<file path="config.mk">
export PLATFORM = sky130hd
export DESIGN_NAME = lea_unit
export DESIGN_NICKNAME = d
export VERILOG_FILES = /design/src/rtl/lea_pkg.sv /design/src/rtl/lea_decode.sv /design/src/rtl/lea_operand.sv /design/src/rtl/lea_adder.sv /design/src/rtl/lea_unit.sv
export SDC_FILE = /design/constraint.sdc
export NUM_CORES = 1
export LEC_CHECK = 0
export BUFFER_PORTS_ARGS = -buffer_cell sky130_fd_sc_hd__buf_2
export CORE_MARGIN = 4
export CORE_UTILIZATION = 54
export DETAILED_ROUTE_END_ITERATION = 6
export GPL_TIMING_DRIVEN = 0
export PLACE_DENSITY = 0.88
export SYNTH_ARGS = -nofsm -noshare
export SYNTH_HDL_FRONTEND = slang
export SYNTH_SLANG_ARGS = --single-unit
</file>
<file path="constraint.sdc">
create_clock -name clk -period 14.2 [get_ports clk]
set_clock_uncertainty 0.15 [all_clocks]
set_input_delay 1.42 -clock clk [delete_from_list [all_inputs] [get_ports clk]]
set_output_delay 1.42 -clock clk [all_outputs]
set_load 0.02 [all_outputs]
</file>
<file path="src/rtl/lea_pkg.sv">
`timescale 1ns/1ps
package lea_pkg;

    localparam int unsigned SEL_W = 3;

    // decoded view of the operation selector
    typedef struct packed {
        logic indexed;   // offset from index register
        logic update;    // write address back to base
        logic dword;     // 8-byte access
    } lea_form_t;

    // internal address-path decision
    typedef enum logic [1:0] {
        BASE_ZERO = 2'd0,
        BASE_REG  = 2'd1,
        BASE_BAD  = 2'd2
    } lea_base_e;

endpackage

</file>
<file path="src/rtl/lea_decode.sv">
`timescale 1ns/1ps
module lea_decode
    import lea_pkg::*;
#(
    parameter int unsigned RIDX_W = 5
) (
    input  logic [SEL_W-1:0]  sel,
    input  logic [RIDX_W-1:0] base_idx,
    output lea_form_t         form,
    output lea_base_e         base_mode
);

    logic idx_zero;

    always_comb begin
        form.indexed = sel[0];
        form.update  = sel[1];
        form.dword   = sel[2];
    end

    assign idx_zero = (base_idx == '0);

    always_comb begin
        unique case ({form.update, idx_zero})
            2'b00:   base_mode = BASE_REG;
            2'b01:   base_mode = BASE_ZERO;
            2'b10:   base_mode = BASE_REG;
            default: base_mode = BASE_BAD;
        endcase
    end

endmodule

</file>
<file path="src/rtl/lea_operand.sv">
`timescale 1ns/1ps
module lea_operand
    import lea_pkg::*;
#(
    parameter int unsigned ADDR_W = 64,
    parameter int unsigned DISP_W = 16
) (
    input  lea_form_t          form,
    input  lea_base_e          base_mode,
    input  logic [ADDR_W-1:0]  base_val,
    input  logic [ADDR_W-1:0]  index_val,
    input  logic [DISP_W-1:0]  disp,
    output logic [ADDR_W-1:0]  base_opnd,
    output logic [ADDR_W-1:0]  ofs_opnd
);

    localparam int unsigned EXT_W = ADDR_W - DISP_W;

    logic [ADDR_W-1:0] disp_ext;

    assign disp_ext = {{EXT_W{disp[DISP_W-1]}}, disp};

    always_comb begin
        unique case (base_mode)
            BASE_ZERO: base_opnd = '0;
            BASE_REG:  base_opnd = base_val;
            BASE_BAD:  base_opnd = base_val;   // update form still reads the register
            default:   base_opnd = base_val;
        endcase
    end

    assign ofs_opnd = form.indexed ? index_val : disp_ext;

endmodule

</file>
<file path="src/rtl/lea_adder.sv">
`timescale 1ns/1ps
module lea_adder #(
    parameter int unsigned ADDR_W = 64
) (
    input  logic [ADDR_W-1:0] a,
    input  logic [ADDR_W-1:0] b,
    output logic [ADDR_W-1:0] sum
);

    // modular sum; carry out of the top bit is discarded
    assign sum = a + b;

endmodule

</file>
<file path="src/rtl/lea_unit.sv">
`timescale 1ns/1ps
module lea_unit
    import lea_pkg::*;
#(
    parameter int unsigned ADDR_W  = 64,
    parameter int unsigned DISP_W  = 16,
    parameter int unsigned RIDX_W  = 5,
    parameter int unsigned SIZE_W  = 4,
    parameter bit          REG_OUT = 1'b1
) (
    input  logic              clk,
    input  logic              rst_n,
    input  logic [2:0]        sel,
    input  logic [RIDX_W-1:0] base_idx,
    input  logic [ADDR_W-1:0] base_val,
    input  logic [ADDR_W-1:0] index_val,
    input  logic [DISP_W-1:0] disp,
    output logic [ADDR_W-1:0] ea,
    output logic              wb_en,
    output logic [ADDR_W-1:0] wb_data,
    output logic              bad_form,
    output logic [SIZE_W-1:0] acc_bytes
);

    localparam logic [SIZE_W-1:0] BYTES_WORD  = SIZE_W'(4);
    localparam logic [SIZE_W-1:0] BYTES_DWORD = SIZE_W'(8);

    lea_form_t         form;
    lea_base_e         base_mode;
    logic [ADDR_W-1:0] base_opnd;
    logic [ADDR_W-1:0] ofs_opnd;
    logic [ADDR_W-1:0] sum;

    logic              nx_wb_en;
    logic              nx_bad;
    logic [SIZE_W-1:0] nx_bytes;

    lea_decode #(.RIDX_W(RIDX_W)) u_dec (
        .sel       (sel),
        .base_idx  (base_idx),
        .form      (form),
        .base_mode (base_mode)
    );

    lea_operand #(.ADDR_W(ADDR_W), .DISP_W(DISP_W)) u_opnd (
        .form      (form),
        .base_mode (base_mode),
        .base_val  (base_val),
        .index_val (index_val),
        .disp      (disp),
        .base_opnd (base_opnd),
        .ofs_opnd  (ofs_opnd)
    );

    lea_adder #(.ADDR_W(ADDR_W)) u_add (
        .a   (base_opnd),
        .b   (ofs_opnd),
        .sum (sum)
    );

    // control outputs
    always_comb begin
        nx_wb_en = 1'b0;
        nx_bad   = 1'b0;
        unique case (base_mode)
            BASE_ZERO: ;
            BASE_REG:  nx_wb_en = form.update;
            BASE_BAD:  nx_bad   = 1'b1;
            default:   ;
        endcase
        nx_bytes = form.dword ? BYTES_DWORD : BYTES_WORD;
    end

    generate
        if (REG_OUT) begin : g_reg
            logic [ADDR_W-1:0] ea_q;
            logic              wb_en_q;
            logic              bad_q;
            logic [SIZE_W-1:0] bytes_q;

            always_ff @(posedge clk) begin
                if (!rst_n) begin
                    ea_q    <= '0;
                    wb_en_q <= 1'b0;
                    bad_q   <= 1'b0;
                    bytes_q <= '0;
                end else begin
                    ea_q    <= sum;
                    wb_en_q <= nx_wb_en;
                    bad_q   <= nx_bad;
                    bytes_q <= nx_bytes;
                end
            end

            assign ea        = ea_q;
            assign wb_data   = ea_q;
            assign wb_en     = wb_en_q;
            assign bad_form  = bad_q;
            assign acc_bytes = bytes_q;
        end else begin : g_comb
            assign ea        = sum;
            assign wb_data   = sum;
            assign wb_en     = nx_wb_en;
            assign bad_form  = nx_bad;
            assign acc_bytes = nx_bytes;
        end
    endgenerate

endmodule

</file>
==> results.cfg <==
[run_status]
status = finished clean

[power_and_ir_drop]
power_density_nw_per_um2 = 108
leakagePower_nw = 4.81
p_total_mw = 0.961
irDropWorstVdd_v = 0.0000656

[routing]
drtIter0Drc = 539
vias_per_cell = 5.41
drc_errors = 0
wl_per_cell_um = 15.7
drt_wl_total_um = 22400
vias = 7722
antenna_left = 0
drt-pass1-iter-count = 5

[place]
dp_hpwl_um = 18500
preCtsSetupSlack_ns = 7.59
numPortBuffers = 285
gp_congestion = 0.992

[cts]
postCtsSetupRepairBufs = 0
cts_resized = 0
clock_sinks = 68
ctsHoldBuffers = 0
cts_made_buffers = 9
clockBufferDepth = 2
cts_htree_levels = 3
path_clk_slew_ns = 0.05
cts_tree = built
cts-root-buf = clkbuf_16

[critical_path]
slowest_delay_ns = 0.58
critPathCaptureType = register
slowest_stage = or4_1
critPathTopFamily = compound AO/OA/AOI/OAI gates
critPathLaunchType = primary input
cp_max_fo = 10
cp.buffers_inverters = 3
worstPathRequired_ns = 14.27
crit_chain = buf_2 -> or4_1 -> nor3_2 -> buf_6 -> clkbuf_1 -> nor2b_1 -> ha_1 -> a21oi_1 -> o211ai_2 -> a211oi_4 -> o22ai_1 -> a221oi_1 -> a31oi_1 -> a31oi_1 -> mux2_2 -> o311ai_0
crit_top_cell = a31oi_1
crit_type = in2reg
critPathArrivalTime_ns = 6.48

[logic_synthesis]
synth_top_family_by_area = simple AND/OR/NAND/NOR gates
async_flop_share_pct = 0
synthCells = 952
synthAdderAreaFrac_pct = 11.6
synth_top_area_share_pct = 19.6
synth_compound_area_share_pct = 21.2
ys_seq_area_share_pct = 19.6
synth_top_cell_by_area = dfxtp_1
ys_types = 68
ys_top_cells_by_count = 169 x nand2_1, 92 x nor2_1, 70 x buf_4, 69 x a21oi_1, 68 x dfxtp_1
synth.ff_latch_count = 68
synth_simple_gate_area_share_pct = 26.4
synth_flop_cell = dfxtp_1
syn_area_um2 = 6940
synth_xor_area_share_pct = 6.31
avgSynthCellArea_um2 = 7.29
ys_warn_count = 0
yosysMostFrequentCell = nand2_1
synth_edf_count = 0
synthMuxAreaShare_pct = 3.62
synthTopCellsByArea = dfxtp_1 20%, ha_1 11%, nand2_1 9.1%

[global_routing]
grt_pass1_vias = 7362
track_usage_pct = 29.7
grt_most_used_layer = met2
grt_start_max_net_pins = 12
grt_pass1_wl_um = 35500
gr-total-overflow = 0
met3_usage_pct = 4.57
antenna_found_initial = 0
grt_use_met2_pct = 50.7
grt_use_met1_pct = 37.9

[floorplan]
die_y_um = 121
ios = 288
die_w_um = 121
rows = 41
core_area_um2 = 12600
initial_core_util_pct = 55.0
dieArea_um2 = 14700

[final_layout]
n_antenna_cell = 0
syn_to_final_growth_pct = 28.3
drive_gt1_share_pct = 32.6
fin_nets = 1468
nFillCells = 1112

[sta]
drv_slew = 0
slew_headroom_pct = 46.4
worst_slack_ns = 7.79
worstMarginPinSlew_ns = 0.804
rsz0062_at_grt = false
hold_ws_ns = 1.14
finalCriticalPeriod_ns = 6.41
timing.setup.tns_ns = 0
fmax_ghz = 0.156
fin_crit_sh_pct = 45.1
setup_viol = 0
hold_viol = 0

[job]
drv_cap = 0

[hold_path]
hold_class = in2reg
## registers in the layout, indices dropped and copies added, names as in the netlist
register / count
bad_form: 1
ea: 64
acc_bytes: 2
wb_en: 1
## per-layer routing
metal,wire length (um),up-vias
met5,0,-
met4,614,0
met3,1810,48
met2,10800,364
met1,9260,3510
li1,-,3800
## cell usage in the layout, fill, tap and decap left out, drive strengths merged, types with 10 or more instances in the layout
| cell | instances |
|---|---|
| a21o | 40 |
| a21oi | 69 |
| a31oi | 16 |
| buf | 361 |
| clkbuf | 49 |
| dfxtp | 68 |
| ha | 63 |
| inv | 17 |
| mux2 | 17 |
| nand2 | 169 |
| nand3 | 10 |
| nand4 | 12 |
| nor2 | 92 |
| nor2b | 65 |
| nor3 | 10 |
| o21ai | 27 |
| o21bai | 15 |
| xnor2 | 28 |
| xor2 | 22 |
## final timing paths
path / start / endpoint / slack (ns) / cells after the start
min: sel[2] / acc_bytes[2]$_SDFF_PN0_ / 1.14 / 2
max: base_idx[3] / ea[59]$_SDFF_PN0_ / 7.79 / 16
## where the power goes
group          internal, mW  switching [mW]
combinational         0.204           0.286
sequential            0.223          0.0181
clock                 0.145          0.0847
total                 0.572           0.389
## final cells by class
cell class	count	area (um^2)	area share (%)
well taps	172	215	2.42
clock inverters	4	47.5	0.534
repair buffers	286	1440	16.1
flip-flops and latches	68	1360	15.3
plain buffers	113	713	8.00
clock buffers	12	256	2.88
multi-input cells	754	4810	54.0
inverters	18	67.6	0.758
## cell families (layout without fill, tap and decap cells)
family / count (synthesis) / count (layout)
flops: 68 / 68
fa+ha+maj: 64 / 64
simple gates: 397 / 397
other cells: 1 / 2
buf+inv: 131 / 433
xor+xnor: 50 / 50
mux: 23 / 23
compound gates: 218 / 218
## metrics by stage
step                area (um^2)  cells  utilization [%]
detailed placement         8610   1411             68.2
floorplan                  6950    953                -
finish                     8910   1427             70.6
global placement           8590   1410             68.1
global route               8910   1427             70.6
CTS                        8910   1427             70.6
(Power assumes the default switching activity.)
